<file path="config.mk">
export PLATFORM = sky130hd
export DESIGN_NAME = pdma_playback_seq
export DESIGN_NICKNAME = d
export VERILOG_FILES = /design/src/rtl/pdma_pkg.sv /design/src/rtl/pdma_evdet.sv /design/src/rtl/pdma_seq.sv /design/src/rtl/pdma_evt.sv /design/src/rtl/pdma_playback_seq.sv
export SDC_FILE = /design/constraint.sdc
export NUM_CORES = 1
export LEC_CHECK = 0
export BUFFER_PORTS_ARGS = -buffer_cell sky130_fd_sc_hd__buf_2
export CORE_UTILIZATION = 50
export DETAILED_ROUTE_END_ITERATION = 7
export GPL_ROUTABILITY_DRIVEN = 0
export GPL_TIMING_DRIVEN = 1
export PLACE_DENSITY = 0.92
export SLEW_MARGIN = 20
export SYNTH_ARGS = -nofsm -noshare
export SYNTH_HDL_FRONTEND = slang
export SYNTH_SLANG_ARGS = --single-unit
</file>
<file path="constraint.sdc">
create_clock -name clk -period 8 [get_ports clk]
set_clock_uncertainty 0.1 [all_clocks]
set_input_delay 0.4 -clock clk [delete_from_list [all_inputs] [get_ports clk]]
set_output_delay 0.4 -clock clk [all_outputs]
set_load 0.01 [all_outputs]
</file>
<file path="src/rtl/pdma_pkg.sv">
package pdma_pkg;

  // event indices inside the internal event vector
  localparam int EV_N  = 5;
  localparam int EV_HP = 0;
  localparam int EV_FP = 1;
  localparam int EV_HB = 2;
  localparam int EV_FB = 3;
  localparam int EV_EA = 4;

  // bit position of each event in the pending / mask layout
  localparam int EV_POS [EV_N] = '{0, 4, 8, 12, 24};

  typedef enum logic [2:0] {
    ST_IDLE,
    ST_D0_REQ,
    ST_D0_WAIT,
    ST_D1_REQ,
    ST_D1_WAIT,
    ST_S_REQ,
    ST_S_WAIT,
    ST_HALT
  } seq_state_t;

  function automatic logic [31:0] ev_layout_mask();
    logic [31:0] m;
    m = '0;
    for (int k = 0; k < EV_N; k++) m[EV_POS[k]] = 1'b1;
    return m;
  endfunction

endpackage

</file>
<file path="src/rtl/pdma_evdet.sv">
module pdma_evdet
  import pdma_pkg::*;
#(
  parameter int PW    = 16,
  parameter int LW    = 6,
  parameter int BYTES = 4
) (
  input  logic          hs,
  input  logic [PW-1:0] bptr,
  input  logic [PW-1:0] size,
  input  logic [LW-1:0] lptr,
  input  logic [LW-1:0] len,
  input  logic          stop_en,
  input  logic [PW-1:0] end_addr,
  output logic [PW-1:0] nptr,
  output logic          period_done,
  output logic [LW-1:0] next_lptr,
  output logic [EV_N-1:0] ev
);

  logic          last_entry;
  logic          half_entry;
  logic [LW-1:0] half_idx;

  always_comb begin
    nptr        = bptr + PW'(BYTES);
    period_done = hs && (nptr >= size) && (size != '0);
    last_entry  = (len == '0) || (lptr >= len - LW'(1));
    half_idx    = (len >> 1) - LW'(1);
    half_entry  = (len >= LW'(2)) && (lptr == half_idx);
    next_lptr   = last_entry ? '0 : lptr + LW'(1);

    ev         = '0;
    ev[EV_HP]  = hs && (nptr == (size >> 1));
    ev[EV_FP]  = period_done;
    ev[EV_HB]  = period_done && half_entry;
    ev[EV_FB]  = period_done && last_entry;
    ev[EV_EA]  = hs && stop_en && (nptr == end_addr);
  end

endmodule

</file>
<file path="src/rtl/pdma_seq.sv">
module pdma_seq
  import pdma_pkg::*;
#(
  parameter int AW = 32,
  parameter int DW = 32,
  parameter int PW = 16,
  parameter int LW = 6
) (
  input  logic          clk,
  input  logic          rst_n,
  input  logic          start,
  input  logic [AW-1:0] list_base,
  input  logic [LW-1:0] list_len,
  input  logic          stop_en,
  input  logic [PW-1:0] end_addr,
  output logic          mrq_valid,
  input  logic          mrq_ready,
  output logic [AW-1:0] mrq_addr,
  input  logic          mrsp_valid,
  output logic          mrsp_ready,
  input  logic [DW-1:0] mrsp_data,
  output logic          smp_valid,
  input  logic          smp_ready,
  output logic [DW-1:0] smp_data,
  output logic [LW-1:0] list_ptr,
  output logic [PW-1:0] byte_ptr,
  output logic [EV_N-1:0] ev
);

  localparam int BYTES     = DW / 8;
  localparam int DESC_SHIFT = $clog2(2 * BYTES);

  seq_state_t    st_q, st_d;
  logic [AW-1:0] dma_q, dma_d;
  logic [PW-1:0] size_q, size_d;
  logic [PW-1:0] bptr_q, bptr_d;
  logic [LW-1:0] lptr_q, lptr_d;

  logic [AW-1:0] desc_addr;
  logic          data_hs;
  logic [PW-1:0] nptr;
  logic          period_done;
  logic [LW-1:0] next_lptr;

  // memory and sample handshakes
  always_comb begin
    desc_addr  = list_base + (AW'(lptr_q) << DESC_SHIFT);
    mrq_valid  = (st_q == ST_D0_REQ) || (st_q == ST_D1_REQ) || (st_q == ST_S_REQ);
    unique case (st_q)
      ST_D1_REQ: mrq_addr = desc_addr + AW'(BYTES);
      ST_S_REQ:  mrq_addr = dma_q + AW'(bptr_q);
      default:   mrq_addr = desc_addr;
    endcase
    smp_valid  = (st_q == ST_S_WAIT) && mrsp_valid;
    smp_data   = mrsp_data;
    mrsp_ready = (st_q == ST_D0_WAIT) || (st_q == ST_D1_WAIT) ||
                 ((st_q == ST_S_WAIT) && smp_ready);
    data_hs    = smp_valid && smp_ready;
  end

  pdma_evdet #(
    .PW    (PW),
    .LW    (LW),
    .BYTES (BYTES)
  ) u_evdet (
    .hs          (data_hs),
    .bptr        (bptr_q),
    .size        (size_q),
    .lptr        (lptr_q),
    .len         (list_len),
    .stop_en     (stop_en),
    .end_addr    (end_addr),
    .nptr        (nptr),
    .period_done (period_done),
    .next_lptr   (next_lptr),
    .ev          (ev)
  );

  always_comb begin
    st_d   = st_q;
    dma_d  = dma_q;
    size_d = size_q;
    bptr_d = bptr_q;
    lptr_d = lptr_q;
    unique case (st_q)
      ST_IDLE:    if (start) st_d = ST_D0_REQ;
      ST_D0_REQ:  if (mrq_ready) st_d = ST_D0_WAIT;
      ST_D0_WAIT: if (mrsp_valid) begin
        dma_d = mrsp_data[AW-1:0];
        st_d  = start ? ST_D1_REQ : ST_IDLE;
      end
      ST_D1_REQ:  if (mrq_ready) st_d = ST_D1_WAIT;
      ST_D1_WAIT: if (mrsp_valid) begin
        size_d = mrsp_data[DW-1 -: PW];
        st_d   = start ? ST_S_REQ : ST_IDLE;
      end
      ST_S_REQ:   if (mrq_ready) st_d = ST_S_WAIT;
      ST_S_WAIT:  if (data_hs) begin
        bptr_d = nptr;
        if (period_done) begin
          bptr_d = '0;
          lptr_d = next_lptr;
        end
        if (ev[EV_EA])        st_d = ST_HALT;
        else if (!start)      st_d = ST_IDLE;
        else if (period_done) st_d = ST_D0_REQ;
        else                  st_d = ST_S_REQ;
      end
      ST_HALT:    if (!start) st_d = ST_IDLE;
      default:    st_d = ST_IDLE;
    endcase
  end

  always_ff @(posedge clk or negedge rst_n) begin
    if (!rst_n) begin
      st_q   <= ST_IDLE;
      dma_q  <= '0;
      size_q <= '0;
      bptr_q <= '0;
      lptr_q <= '0;
    end else begin
      st_q   <= st_d;
      dma_q  <= dma_d;
      size_q <= size_d;
      bptr_q <= bptr_d;
      lptr_q <= lptr_d;
    end
  end

  assign list_ptr = lptr_q;
  assign byte_ptr = bptr_q;

  AST_REQ_HOLD: assert property (@(posedge clk) disable iff (!rst_n)
    (mrq_valid && !mrq_ready) |=> (mrq_valid && $stable(mrq_addr)));

  AST_PTR_ZERO_AT_FULL: assert property (@(posedge clk) disable iff (!rst_n)
    ev[EV_FP] |=> (byte_ptr == '0));

  AST_WRAP_AT_FULL_BUF: assert property (@(posedge clk) disable iff (!rst_n)
    ev[EV_FB] |=> (list_ptr == '0));

  AST_SILENT_AFTER_END: assert property (@(posedge clk) disable iff (!rst_n)
    ev[EV_EA] |=> !mrq_valid);

  AST_PTR_IN_PERIOD: assert property (@(posedge clk) disable iff (!rst_n)
    ((st_q == ST_S_REQ) && (size_q != '0) && (size_q[5:0] == '0)) |-> (byte_ptr < size_q));

endmodule

</file>
<file path="src/rtl/pdma_evt.sv">
module pdma_evt
  import pdma_pkg::*;
#(
  parameter int RW = 32
) (
  input  logic            clk,
  input  logic            rst_n,
  input  logic [EV_N-1:0] ev,
  input  logic            clr_we,
  input  logic [RW-1:0]   clr_data,
  input  logic [RW-1:0]   mask,
  output logic [RW-1:0]   pend,
  output logic            irq
);

  localparam logic [RW-1:0] LAYOUT = RW'(ev_layout_mask());

  logic [RW-1:0] pend_q;
  logic [RW-1:0] set_v;
  logic [RW-1:0] clr_v;
  logic          irq_q;

  always_comb begin
    set_v = '0;
    for (int k = 0; k < EV_N; k++) set_v[EV_POS[k]] = ev[k];
    clr_v = clr_we ? clr_data : '0;
  end

  always_ff @(posedge clk or negedge rst_n) begin
    if (!rst_n) begin
      pend_q <= '0;
      irq_q  <= 1'b0;
    end else begin
      pend_q <= ((pend_q & ~clr_v) | set_v) & LAYOUT;
      irq_q  <= |(pend_q & mask);
    end
  end

  assign pend = pend_q;
  assign irq  = irq_q;

  for (genvar k = 0; k < EV_N; k++) begin : g_chk
    localparam int P = EV_POS[k];

    AST_W1C_CLEARS: assert property (@(posedge clk) disable iff (!rst_n)
      (clr_we && clr_data[P] && !ev[k]) |=> !pend[P]);

    AST_SET_WINS: assert property (@(posedge clk) disable iff (!rst_n)
      ev[k] |=> pend[P]);

    AST_ZERO_KEEPS: assert property (@(posedge clk) disable iff (!rst_n)
      (pend[P] && !(clr_we && clr_data[P])) |=> pend[P]);
  end

  AST_IRQ_QUIET: assert property (@(posedge clk) disable iff (!rst_n)
    (pend == '0) |=> !irq);

endmodule

</file>
<file path="src/rtl/pdma_playback_seq.sv">
module pdma_playback_seq
  import pdma_pkg::*;
#(
  parameter int AW = 32,
  parameter int DW = 32,
  parameter int PW = 16,
  parameter int LW = 6
) (
  input  logic          clk,
  input  logic          rst_n,
  input  logic          cfg_start,
  input  logic [AW-1:0] cfg_list_base,
  input  logic [LW-1:0] cfg_list_len,
  input  logic          cfg_stop_en,
  input  logic [PW-1:0] cfg_end_addr,
  input  logic [DW-1:0] cfg_mask,
  input  logic          pend_clr_we,
  input  logic [DW-1:0] pend_clr_data,
  output logic          mrq_valid,
  input  logic          mrq_ready,
  output logic [AW-1:0] mrq_addr,
  input  logic          mrsp_valid,
  output logic          mrsp_ready,
  input  logic [DW-1:0] mrsp_data,
  output logic          smp_valid,
  input  logic          smp_ready,
  output logic [DW-1:0] smp_data,
  output logic [LW-1:0] list_ptr,
  output logic [PW-1:0] byte_ptr,
  output logic [DW-1:0] pend,
  output logic          irq
);

  logic [EV_N-1:0] ev;

  pdma_seq #(
    .AW (AW),
    .DW (DW),
    .PW (PW),
    .LW (LW)
  ) u_seq (
    .clk        (clk),
    .rst_n      (rst_n),
    .start      (cfg_start),
    .list_base  (cfg_list_base),
    .list_len   (cfg_list_len),
    .stop_en    (cfg_stop_en),
    .end_addr   (cfg_end_addr),
    .mrq_valid  (mrq_valid),
    .mrq_ready  (mrq_ready),
    .mrq_addr   (mrq_addr),
    .mrsp_valid (mrsp_valid),
    .mrsp_ready (mrsp_ready),
    .mrsp_data  (mrsp_data),
    .smp_valid  (smp_valid),
    .smp_ready  (smp_ready),
    .smp_data   (smp_data),
    .list_ptr   (list_ptr),
    .byte_ptr   (byte_ptr),
    .ev         (ev)
  );

  pdma_evt #(
    .RW (DW)
  ) u_evt (
    .clk      (clk),
    .rst_n    (rst_n),
    .ev       (ev),
    .clr_we   (pend_clr_we),
    .clr_data (pend_clr_data),
    .mask     (cfg_mask),
    .pend     (pend),
    .irq      (irq)
  );

  AST_REQ_ONLY_RUNNING: assert property (@(posedge clk) disable iff (!rst_n)
    ($fell(cfg_start) && !mrq_valid && !smp_valid) |=> !mrq_valid);

endmodule

</file>
==> flow_summary_export.csv <==
group,metric,value,unit
sta,fmax,208.1,MHz
layout,antennaDiodeCount,0,
global_routing,gr-total-overflow,0,
setup_path,cp_slowest_stage_delay,0.61,ns
clocking,hold_buffers,0,
status,outcome,"completed",
logic_synthesis,ys_seq_area_share,23.95,%
logic_synthesis,synth_edf_count,0,
sta,slew_violations,0,
clocking,post-cts-setup-buffers,0,
logic_synthesis,yosys.area_share.xor_xnor,12.50,%
floorplan,die_w,128.9,um
logic_synthesis,synth-seq-cells,77,
setup_path,crit_path_end,"u_seq.byte_ptr[13]",
detailed_routing,drc,0,
clocking,cts_tree,"built",
sta,tightest_slew,0.9829,ns
logic_synthesis,synth-compound-area-share,19.13,%
setup_path,crit-reg2reg-launch,"u_seq.byte_ptr[2]",
logic_synthesis,synthMuxAreaShare,5.443,%
logic_synthesis,synthArstFlopShare,100.0,%
setup_path,crit_path_end_kind,"flip-flop",
floorplan,io_pins,280,
logic_synthesis,synth_top_family_by_area,"simple AND/OR/NAND/NOR gates",
layout,final_cell_mix,"buf_2, nand2_1, dfrtp_1",
setup_path,crit_required,8.12,ns
logic_synthesis,synth.largest_area_cell,"dfrtp_1",
clocking,cts_buffers,9,
setup_path,crit-reg2reg-capture,"u_seq.byte_ptr[13]",
logic_synthesis,yosysUniqueCellTypes,90,
power_and_ir_drop,ir_drop,178.2,uV
power_and_ir_drop,finalPower,0.002579,W
detailed_routing,ant_nets,0,
detailed_routing,routed_wl,22600,um
clocking,ctsRootBufferMaster,"clkbuf_16",
floorplan,die-area,0.01660,sq mm
detailed_routing,vias,7692,
clocking,cts_sinks,77,
logic_synthesis,yosysWarnings,0,
clocking,h-tree-depth,3,
setup_path,cp_max_fo,29,
detailed_routing,vias_per_cell,5.805,
global_routing,grt_max_degree,78,
setup_path,critPathKind,"flip-flop to flip-flop",
setup_path,r2r_slack,3.19,ns
layout,areaGrowthSynthToFinish,13.23,%
layout,final_nets,1310,
setup_path,startpoint,"u_seq.byte_ptr[2]",
detailed_routing,drtIter0Drc,889,
setup_path,crit_buf_inv,1,
logic_synthesis,avgSynthCellArea,8.363,sq um
sta,period_minus_slack,4.806,ns
logic_synthesis,synthTopCellsByArea,"dfrtp_1, ha_1, xnor2_1",
sta,slew_headroom,34.47,%
setup_path,ff2ff_path_depth,15,
logic_synthesis,synth-simple-area-share,21.73,%
floorplan,fp.dieH,128.9,um
sta,timing.setup.tns,0,ns
global_routing,antenna_found_initial,0,
sta,setup_violations,0,
job,maxCapViolations,0,
power_and_ir_drop,power.leakage,4.178,nW
setup_path,cpLargestDelayFamily,"compound AO/OA/AOI/OAI gates",
logic_synthesis,synth_ff_type,"dfrtp_1",
clocking,clk_path_buf_depth,2,
global_routing,first_global_vias,6993,
logic_synthesis,yosys.area_share.adder,7.558,%
sta,hold_violations,0,
power_and_ir_drop,powerDensity,283.1,mW/mm^2
setup_path,critical_path.startpoint_type,"flip-flop",
layout,fillCellCount,1403,
global_routing,grt_usage,26.95,%
place,dp_hpwl,17880,um
floorplan,core,0.01577,sq mm
layout,mostFrequentLayoutCell,"buf_2",
detailed_routing,dr.pass1.iters,6,
sta,grt_setup_unrepaired,"false",
floorplan,floorplan.initialDensity,51.02,%
place,io_buffer_count,196,
setup_path,path_common_cell,"a21o_1",
clocking,cts_resized,0,
min_path,hp-class,"input port to async pin",
layout,drive_above_1_share,25.88,%
clocking,insertion_delay,0.34,ns
setup_path,cp.depth,15,
detailed_routing,wl_per_cell,17.06,um
sta,post-route-period-util,60.07,%
setup_path,cpMaxStageDelayCell,"o211a_1",
logic_synthesis,yosys.area.top_type_share,23.95,%
logic_synthesis,syn_inst,962,
setup_path,arrival,4.93,ns
logic_synthesis,syn_area,0.008045,sq mm
floorplan,rows,46,
clocking,path_clk_slew,0.07,ns
global_routing,grt_pass1_wl,34870,um
setup_path,cp_cell_sequence,"ha_1 -> and3_1 -> and2_0 -> nand2_1 -> xnor2_1 -> inv_1 -> ha_1 -> a21o_1 -> a21o_1 -> a21o_1 -> a211oi_1 -> o21ai_0 -> o211a_1 -> nand2b_1 -> o41ai_1",
-- report_power, final --
group | total (W) | internal (W) | switching (W)
Combinational | 0.00144 | 0.000623 | 0.000819
Sequential | 0.000747 | 0.000544 | 0.000204
Clock | 0.000389 | 0.000213 | 0.000176
-- registers in the layout, indices dropped and copies added (netlist names) --
| signal | count |
|---|---|
| u_seq.dma_q | 32 |
| u_seq.size_q | 16 |
| u_seq.byte_ptr | 14 |
| u_seq.list_ptr | 6 |
| u_evt.pend | 5 |
| u_seq.st_q | 3 |
| u_evt.irq | 1 |
-- metrics by stage --
| stage | setup WS, ns | utilization (%) | hold WS [ns] | cells | instance area, sq um |
|---|---|---|---|---|---|
| after global placement | 3.471 | 55.97 | 0.3872 | 1309 | 8826 |
| after floorplan | 4.288 | - | 0.004409 | 990 | 8150 |
| after global routing | 2.844 | 57.77 | 0.2010 | 1325 | 9110 |
| after CTS | 3.248 | 57.75 | 0.1570 | 1325 | 9107 |
| after detailed placement | 3.283 | 55.97 | 0.3965 | 1309 | 8826 |
| final | 3.194 | 57.77 | 0.1104 | 1325 | 9110 |
-- worst min path at each step --
| stage | from | to | slack, ns | depth (start not counted) |
|---|---|---|---|---|
| floorplan | rst_n | u_evt.irq | 0.004 | 0 |
| detailed placement | u_evt.pend[24] | u_evt.pend[24] | 0.40 | 2 |
| finish | rst_n | u_seq.size_q[11] | 0.11 | 1 |
| CTS | rst_n | u_seq.size_q[9] | 0.16 | 1 |
| global route | rst_n | u_seq.size_q[11] | 0.20 | 1 |
| global placement | u_evt.pend[24] | u_evt.pend[24] | 0.39 | 2 |
-- layer usage --
metal	part of all wire, %	wire, um	GRT usage (%)	vias to the layer above
met5	0	0	0	-
met2	49	10980	45.50	335
li1	-	-	-	3648
met4	2.7	608	10.52	0
met1	42	9489	35.09	3662
met3	6.7	1520	3.410	47
-- synthesized netlist by cell type, drive strengths merged, types with 6 or more instances --
cell / number
a211oi: 9
nor3: 25
nand3: 39
a211o: 8
and3: 20
xor2: 52
o21ai: 77
nand4: 17
xnor2: 59
a21o: 14
o211ai: 11
nand2b: 11
a22oi: 11
o2111ai: 8
nor2: 46
a31oi: 9
dfrtp: 77
buf: 69
ha: 47
nor4: 8
and2: 11
o31ai: 8
or3: 7
a21oi: 25
mux2: 35
nor4b: 6
nand2: 107
or2: 6
inv: 46
clkbuf: 26
-- cell type report --
| cell class | instances | area (sq um) | share of cell area, % |
|---|---|---|---|
| tap | 216 | 270.3 | 2.967 |
| multi-input combinational | 772 | 5460 | 59.94 |
| sequential | 77 | 1927 | 21.15 |
| timing repair buffer | 198 | 998.5 | 10.96 |
| clock inverter | 7 | 56.30 | 0.6180 |
| clock buffer | 9 | 225.2 | 2.472 |
| inverter | 46 | 172.7 | 1.895 |
-- cell families (layout without fill, tap and decap cells) --
group / count (synthesis) / in the layout
simple gates: 326 / 326
other cells: 1 / 29
buf+inv: 141 / 260
flops: 77 / 77
fa+ha+maj: 48 / 48
xor+xnor: 111 / 111
compound gates: 219 / 219
mux: 39 / 39
Power figures use the tool's default switching activity.
